File: config.mk
export PLATFORM = sky130hd
export DESIGN_NAME = pwm_phase_gen
export DESIGN_NICKNAME = d
export VERILOG_FILES = /design/src/rtl/pwm_phase_pkg.sv /design/src/rtl/pwm_reg_decode.sv /design/src/rtl/pwm_phase_core.sv /design/src/rtl/pwm_channel.sv /design/src/rtl/pwm_phase_gen.sv
export SDC_FILE = /design/constraint.sdc
export NUM_CORES = 1
export LEC_CHECK = 0
export BUFFER_PORTS_ARGS = -buffer_cell sky130_fd_sc_hd__buf_2
export CAP_MARGIN = 20
export CELL_PAD_IN_SITES_DETAIL_PLACEMENT = 0
export CELL_PAD_IN_SITES_GLOBAL_PLACEMENT = 1
export CORE_ASPECT_RATIO = 1.1
export CORE_MARGIN = 4
export CORE_UTILIZATION = 54
export CTS_BUF_LIST = sky130_fd_sc_hd__clkbuf_16
export DETAILED_ROUTE_END_ITERATION = 10
export GPL_TIMING_DRIVEN = 0
export PLACE_DENSITY_LB_ADDON = 0.1
export SETUP_SLACK_MARGIN = 0.05
export SLEW_MARGIN = 25
export SYNTH_ARGS = -nofsm -noshare
export SYNTH_HDL_FRONTEND = slang
export SYNTH_SLANG_ARGS = --single-unit
export TNS_END_PERCENT = 1
File: constraint.sdc
create_clock -name clk -period 24.7 [get_ports clk]
set_clock_uncertainty 0.05 [all_clocks]
set_input_delay 2.47 -clock clk [delete_from_list [all_inputs] [get_ports clk]]
set_output_delay 2.47 -clock clk [all_outputs]
set_load 0.02 [all_outputs]
File: src/rtl/pwm_phase_pkg.sv
package pwm_phase_pkg;
  // Control word field positions (software-visible, decoded by each channel)
  localparam int EN_BIT   = 31;
  localparam int UPD_BIT  = 30;
  localparam int INC_LSB  = 8;
  localparam int THR_W    = 8;
  // Per-channel register window is 2**WIN_LSB bytes (0x400)
  localparam int WIN_LSB  = 10;
  localparam int WORD_W   = 32;

  typedef logic [THR_W-1:0] thr_t;
endpackage

File: src/rtl/pwm_reg_decode.sv
module pwm_reg_decode
  import pwm_phase_pkg::*;
#(
  parameter int NCH  = 4,
  parameter int CH_W = 2,
  parameter int AW   = 12
) (
  input  logic              clk,
  input  logic              rst_n,
  input  logic [AW-1:0]     bus_addr,
  input  logic              bus_wr,
  input  logic [WORD_W-1:0] ch_word [NCH],
  output logic [NCH-1:0]    ch_wr,
  output logic [WORD_W-1:0] bus_rdata
);
  logic [CH_W-1:0] ch_idx;
  logic            hit;

  assign ch_idx = bus_addr[AW-1 -: CH_W];
  assign hit    = (bus_addr[WIN_LSB-1:0] == '0) && (32'(ch_idx) < NCH);

  for (genvar i = 0; i < NCH; i++) begin : g_sel
    assign ch_wr[i] = bus_wr && hit && (ch_idx == CH_W'(i));
  end

  always_comb begin
    bus_rdata = '0;
    for (int i = 0; i < NCH; i++) begin
      if (hit && (ch_idx == CH_W'(i))) bus_rdata = ch_word[i];
    end
  end


  wr_onehot_chk: assert property (@(posedge clk) disable iff (!rst_n)
    $onehot0(ch_wr));
endmodule

File: src/rtl/pwm_phase_core.sv
module pwm_phase_core
  import pwm_phase_pkg::*;
#(
  parameter int INC_W = 16
) (
  input  logic             clk,
  input  logic             rst_n,
  input  logic             run,
  input  logic [INC_W-1:0] inc,
  input  thr_t             thr,
  output logic             pwm_o
);
  logic [INC_W-1:0] acc_q, acc_d;

  always_comb begin
    acc_d = '0;
    if (run) acc_d = acc_q + inc;
  end

  always_ff @(posedge clk or negedge rst_n) begin
    if (!rst_n) acc_q <= '0;
    else        acc_q <= acc_d;
  end

  assign pwm_o = run && (acc_q[INC_W-1 -: THR_W] >= thr);
endmodule

File: src/rtl/pwm_channel.sv
module pwm_channel
  import pwm_phase_pkg::*;
#(
  parameter int INC_W = 16
) (
  input  logic              clk,
  input  logic              rst_n,
  input  logic              wr,
  input  logic [WORD_W-1:0] wdata,
  output logic [WORD_W-1:0] rd_word,
  output logic              pwm_o
);
  logic             en_q, en_d, upd_q, upd_d, seen_q, seen_d;
  logic [INC_W-1:0] inc_sh_q, inc_sh_d, inc_act_q, inc_act_d;
  thr_t             thr_sh_q, thr_sh_d, thr_act_q, thr_act_d;

  always_comb begin
    en_d      = en_q;
    upd_d     = 1'b0;
    seen_d    = seen_q;
    inc_sh_d  = inc_sh_q;
    thr_sh_d  = thr_sh_q;
    inc_act_d = inc_act_q;
    thr_act_d = thr_act_q;
    if (upd_q) begin
      inc_act_d = inc_sh_q;
      thr_act_d = thr_sh_q;
      seen_d    = 1'b1;
    end
    if (wr) begin
      en_d     = wdata[EN_BIT] & seen_q;
      upd_d    = wdata[UPD_BIT];
      inc_sh_d = wdata[INC_LSB +: INC_W];
      thr_sh_d = wdata[THR_W-1:0];
    end
  end

  always_ff @(posedge clk or negedge rst_n) begin
    if (!rst_n) begin
      en_q      <= 1'b0;
      upd_q     <= 1'b0;
      seen_q    <= 1'b0;
      inc_sh_q  <= '0;
      thr_sh_q  <= '0;
      inc_act_q <= '0;
      thr_act_q <= '0;
    end else begin
      en_q      <= en_d;
      upd_q     <= upd_d;
      seen_q    <= seen_d;
      inc_sh_q  <= inc_sh_d;
      thr_sh_q  <= thr_sh_d;
      inc_act_q <= inc_act_d;
      thr_act_q <= thr_act_d;
    end
  end

  always_comb begin
    rd_word                       = '0;
    rd_word[EN_BIT]               = en_q;
    rd_word[UPD_BIT]              = upd_q;
    rd_word[INC_LSB +: INC_W]     = inc_sh_q;
    rd_word[THR_W-1:0]            = thr_sh_q;
  end

  pwm_phase_core #(.INC_W(INC_W)) u_core (
    .clk   (clk),
    .rst_n (rst_n),
    .run   (en_q),
    .inc   (inc_act_q),
    .thr   (thr_act_q),
    .pwm_o (pwm_o)
  );


  en_needs_seen_chk: assert property (@(posedge clk) disable iff (!rst_n)
    en_q |-> seen_q);

  upd_self_clear_chk: assert property (@(posedge clk) disable iff (!rst_n)
    (upd_q && !wr) |=> !upd_q);

  active_hold_chk: assert property (@(posedge clk) disable iff (!rst_n)
    !upd_q |=> ($stable(inc_act_q) && $stable(thr_act_q)));

  off_low_chk: assert property (@(posedge clk) disable iff (!rst_n)
    !en_q |-> !pwm_o);
endmodule

File: src/rtl/pwm_phase_gen.sv
module pwm_phase_gen
  import pwm_phase_pkg::*;
#(
  parameter int  NCH   = 4,
  parameter int  INC_W = 16,
  localparam int CH_W  = (NCH > 1) ? $clog2(NCH) : 1,
  localparam int AW    = WIN_LSB + CH_W
) (
  input  logic              clk,
  input  logic              rst_n,
  input  logic [AW-1:0]     bus_addr,
  input  logic              bus_wr,
  input  logic [WORD_W-1:0] bus_wdata,
  output logic [WORD_W-1:0] bus_rdata,
  output logic [NCH-1:0]    pwm_o
);
  logic [1:0]        rst_sync_q;
  logic              rst_int_n;
  logic [NCH-1:0]    ch_wr;
  logic [WORD_W-1:0] ch_word [NCH];

  always_ff @(posedge clk or negedge rst_n) begin
    if (!rst_n) rst_sync_q <= 2'b00;
    else        rst_sync_q <= {rst_sync_q[0], 1'b1};
  end
  assign rst_int_n = rst_sync_q[1];

  pwm_reg_decode #(.NCH(NCH), .CH_W(CH_W), .AW(AW)) u_dec (
    .clk       (clk),
    .rst_n     (rst_int_n),
    .bus_addr  (bus_addr),
    .bus_wr    (bus_wr),
    .ch_word   (ch_word),
    .ch_wr     (ch_wr),
    .bus_rdata (bus_rdata)
  );

  for (genvar c = 0; c < NCH; c++) begin : g_ch
    pwm_channel #(.INC_W(INC_W)) u_ch (
      .clk     (clk),
      .rst_n   (rst_int_n),
      .wr      (ch_wr[c]),
      .wdata   (bus_wdata),
      .rd_word (ch_word[c]),
      .pwm_o   (pwm_o[c])
    );
  end
endmodule

Word-level counts from Yosys, hierarchy flattened --
Index checks and enable logic that the tools add are counted.
Cells by class: add/sub/neg operators 4, order comparisons 4, equal/unequal tests 3, muxes and demuxes 12, bitwise logic cells 4, reductions and logical operators 15
Operator list (number):
- 2-to-1 mux 32 bit | 4
- adder 16 bit | 4
- 2-to-1 mux 16 bit | 4
- >= comparator 8 bit | 4
- logical AND 1 bit | 13
- logical NOT 10 bit | 1
- AND 1 bit | 4
- == test 2 bit (second input constant) | 2
- 2-to-1 mux 1 bit | 4
- == test 2 x 1 -> 1 bit (second input constant) | 1
- logical NOT 2 bit | 1
Storage, ports and cells: register bits 270, input bits 47, output and inout bits 36, logic and storage cells 75

Logic depth before layout (Yosys ltp) --
depth after elaboration 6, depth in mapped cells 9, gate-level depth less buffers 9

Modules after synthesis --
From an unflattened synthesis, not the netlist that was laid out.
Second synthesis, totals: cells, all modules 1246, area total of the unflattened synthesis 15590.0 µm²
Modules (own cells, without submodules):
- pwm_channel | instances 4, cells an instance 119, area an instance 2118.3 µm²
- pwm_phase_core (g_ch[1].u_ch.u_core ...) | instances 2, cells an instance 168, area an instance 1450.1 µm²
- pwm_phase_core (g_ch[3].u_ch.u_core) | instances 1, cells an instance 170, area an instance 1468.9 µm²
- pwm_phase_core (g_ch[0].u_ch.u_core) | instances 1, cells an instance 169, area an instance 1462.7 µm²
- pwm_reg_decode | instances 1, cells an instance 92, area an instance 1231.2 µm²
- pwm_phase_gen | instances 1, cells an instance 3, area an instance 53.8 µm²

Worst setup path before layout --
Ideal clock, no wire load.
kind input to output, start point in bus_addr[10], end point out bus_rdata[30], data arrival time 3.791 ns, slack 18.389 ns, stages on the path 4, buffers on the path 2, cell sequence buf_2 -> buf_2 -> mux4_2 -> nor2b_1
On the way: word-level cells in the longest chain between the ends 6, elaborated cells between the ends (all ways) 12, those cells by class 3 x eq/ne; 4 x mux; 5 x reduce/logical
Ends and longest elaborated chain:
- start, declared | RTL line pwm_phase_gen.sv:11 | input logic [AW-1:0] bus_addr,
- logical NOT 2 bit | RTL line pwm_reg_decode.sv:29 | if (hit && (ch_idx == CH_W'(i))) bus_rdata = ch_word[i];
- logical AND 1 bit | RTL line pwm_reg_decode.sv:29
- 2-to-1 mux 32 bit (3 in a row) | RTL line pwm_reg_decode.sv:29
- 2-to-1 mux 32 bit * | RTL line pwm_reg_decode.sv:29
- end, declared | RTL line pwm_phase_gen.sv:14 | output logic [WORD_W-1:0] bus_rdata,
Every way passes the cells marked *; elsewhere a longest branch is shown, timed or not.

Worst setup path after layout --
start point in bus_addr[10], end point out bus_rdata[20]
The elaborated chain is that of the path after synthesis.

==> metrics list <==
- During placement, the flow inserted port buffers numbering 70.
- In this run, synthesis inferred 0 flip-flops with an integrated enable.
* Fraction of met1 tracks used by global routing: 32.4%
* Most common library cells after synthesis: 270 x dfrtp_1, 97 x mux2_2, 92 x ha_1
* Post-CTS resize count: 0
- At the worst endpoint, the arrival time is 4.25 ns.
- Leading register cell type out of synthesis: dfrtp_1
- The synthesized netlist occupies a cell area of 0.0141 sq mm.
* Highest achievable clock rate: 0.148 GHz
- The largest single stage delay on the critical path is approximately 0.54 ns.
* Count of standard-cell rows: 61
* Most area-hungry cell type in the Yosys netlist: dfrtp_1
- Chip Height: approximately 180 microns
- Aggregate global-route resource usage: 23.9%
- Flop and latch count out of synthesis: 270
- VDD sags by at most 0.0000505 V.
- The via count of the first global-routing pass was between 9k and 10k.
- At the pin with the least slew margin, the transition time is approximately 0.77 ns.
- The worst register-to-register path has a setup slack of 22.23 ns.
- The flow ran to the end, and the final reports show no timing, DRC or antenna violations.
- The most common cell in the synthesized netlist is dfrtp_1.
- The first global-routing pass estimated 54100 microns of wire.
- After clock tree synthesis, the setup repair step added 0 buffers.
- Setup TNS: 0 ns
- Core box area: 0.0255 sq mm
- After layout, the worst path uses 27.4% of the clock period.
- Die Footprint: roughly 0.029 sq mm
- Number of max-cap violations: 0
* Worst path cell trace: buf_2 -> buf_2 -> buf_2 -> mux4_2 -> nor2b_1 -> buf_2
- Pwr/cell area: approximately 68 mW/mm^2
- Met3 track demand over resource: approximately 2.3%
- For this design, the CTS-stage hold fixing added 0 buffers.
- Starting Density: between 50% and 60%
- Relative to the synthesized area, the layout overhead comes to 13.3%.
- In the routed layout, each cell is associated on average with a via count of 5.65.
* Crit path top cell by count: buf_2
- Number of diodes: 0
* Number of sinks driven by the clock tree: 270
- Clock tree from TritonCTS: yes
- CTS placed an instance of clkbuf_16 at the clock tree root.
* Final Setup Violations: 0
* Total count of max-transition violations in the final report: 0
* Startpoint type of the worst setup path: input pin
- Required time reported for the critical path endpoint: 22.18 ns
- Power comes to 1.09 mW.
* Fraction of post-synthesis cell area in the top cell type by area: 48.0%
- IO Count: a little over 80
* Number of search-and-repair iterations in the first detailed-routing pass: 4
- DRC violation total after the first TritonRoute iteration: just under 500
* Number of synthesis warnings: 0
- Area share of and/or/nand/nor cells after synthesis: 9.21%
- Yosys mapped the design onto 66 distinct sky130hd cell types.
- Compound-gate portion of the synthesized area: between 10% and 20%
- CTS H-Tree Depth: 1
- After global routing, the most crowded layer is met2.
- After global routing the overflow that remains totals 0.
- The number of antenna violations at the first check in global routing came to 0.
* Maximum number of pins on one net before global-route repair: 55
- Xor/xnor share of the synthesized area: 1.99%
- At the end of routability-driven placement, the weighted congestion stood at 0.846.
- Inserted Clock Buffers: 28
* Post-synth ARST share: between 90% and 100%
- Slowest-stage cell, CP: mux4_2
- In this run the horizontal extent of the chip is 162 microns.
- Of all nets on the critical path, the largest fanout is 10.
- Detail Route Antenna Nets: 0
- The worst setup path is captured at a primary output.
- Fraction of the mapped netlist area in adder cells: between 8 and 9%
* Number of remaining DRC errors: 0
- Summing the sequential cell areas from Yosys gives around 48% of the chip area.
* Setup repair after global routing missed its margin: no
- Path type of the worst setup path: input pin to primary output
* Worst max-slew margin expressed relative to the limit: 47.9%
- Count of final hold-check violations: 0
- Fraction of met2 tracks used by global routing: between 40% and 50%
- The worst path in the final design needs a cycle of 6.77 ns, including I/O delays and setup.
- Leakage power total: 8.07 nW
* Worst min-delay path category: flip-flop to asynchronous set/reset pin
* Clk buf depth: 3
- Wires add up to 33600 microns.
- Gate count after technology mapping: between 1k and 1.5k
* Share of cell area taken by muxes after synthesis: 17.3%
* Ratio of cells with drive above 1 in the final layout: approximately 22%
- After legalization and detailed placement, the total HPWL measured 26000 microns.
- Dividing the detail-routed wire length by the instance count gives 20.1 microns.
- Total number of vias: 9467
- Top cells by area, synth: dfrtp_1 48%, ha_1 8.2%, mux2_2 7.8%
* Clock latency at the later pin of the worst-skew pair: around 0.53 ns
- By area, the combinational part of the netlist is dominated by multiplexers.
- Final-stage net count: 1451
* Syn avg cell area: ~12 sq um
* Clock-pin transition on the worst setup and hold timing paths: about 0.06 ns
-- final timing paths --
check                                              from                       endpoint  cells after the start
max                                        bus_addr[10]                  bus_rdata[20]                      6
min reg2reg                               rst_sync_q[1]   g_ch[3].u_ch.u_core.acc_q[3]                      0
min                                       rst_sync_q[1]   g_ch[3].u_ch.u_core.acc_q[3]                      0
max reg2reg                g_ch[2].u_ch.u_core.acc_q[1]  g_ch[2].u_ch.u_core.acc_q[15]                      7
min in group clk                          rst_sync_q[0]                  rst_sync_q[1]                      0
max in group asynchronous                         rst_n                  rst_sync_q[1]                      1
-- worst max-delay path: cells and delay by family --
family                 cells  cell delay, ns
buffers and inverters      4            1.04
multiplexers               1            0.54
AND/OR/NAND/NOR            1            0.18
-- kinds of logic after synthesis --
kind of cell | Yosys count
multiplexers | 191
AO/OA/AOI/OAI | 237
buffers and inverters | 114
AND/OR/NAND/NOR | 255
other | 2
adder cells (fa/ha/maj) | 96
flip-flops | 270
XOR/XNOR | 32
-- per-stage QoR --
step           hold WS (ns)  util [%]  cell area, sq um  setup WS, ns  cells
3_3_place_gp          0.288      58.4             14900         13.37   1618
5_1_grt               0.191      62.6             16000         17.78   1676
6_report              0.163      62.6             16000         17.93   1676
2_1_floorplan         0.281         -             14100         16.57   1202
3_5_place_dp          0.166      58.9             15000         17.89   1624
4_1_cts               0.173      62.6             16000         17.89   1676
-- layout make-up --
type | count | area (sq um)
buffer | 58 | 333
multi-input combinational | 818 | 6800
fill | 2072 | 9530
timing repair buffer | 76 | 485
inverter | 56 | 210
clock inverter | 23 | 213
clock buffer | 29 | 726
sequential | 270 | 6760
tap | 346 | 433
-- sequential cells by signal, indices dropped and copies added, names as in the netlist, 4 cells and up --
signal	flops
g_ch.u_ch.en_q	4
g_ch.u_ch.thr_act_q	32
g_ch.u_ch.inc_sh_q	64
g_ch.u_ch.upd_q	4
g_ch.u_ch.inc_act_q	64
g_ch.u_ch.seen_q	4
g_ch.u_ch.u_core.acc_q	64
g_ch.u_ch.thr_sh_q	32
-- power breakdown --
group	leakage (nW)	internal (mW)	total [mW]	switching [mW]
combinational	4.14	0.0744	0.177	0.102
sequential	3.46	0.470	0.485	0.0158
clock	0.473	0.254	0.430	0.176
total	8.07	0.798	1.09	0.294
-- cell usage in the layout (no fill, tap or decap), drive strengths merged, types with 26 or more instances in the layout --
cell type	n
nor2	67
a21o	28
inv	60
nor2b	39
o21ai	85
a21oi	45
mux2	160
dfrtp	270
mux4	26
clkbuf	60
buf	103
nand2	66
ha	92
-- metal layers --
layer	up-vias	routed length [microns]
met1	4777	15000
li1	4498	-
met2	149	16700
met4	0	806
met5	-	0
met3	43	1050
(Power assumes the default switching activity.)
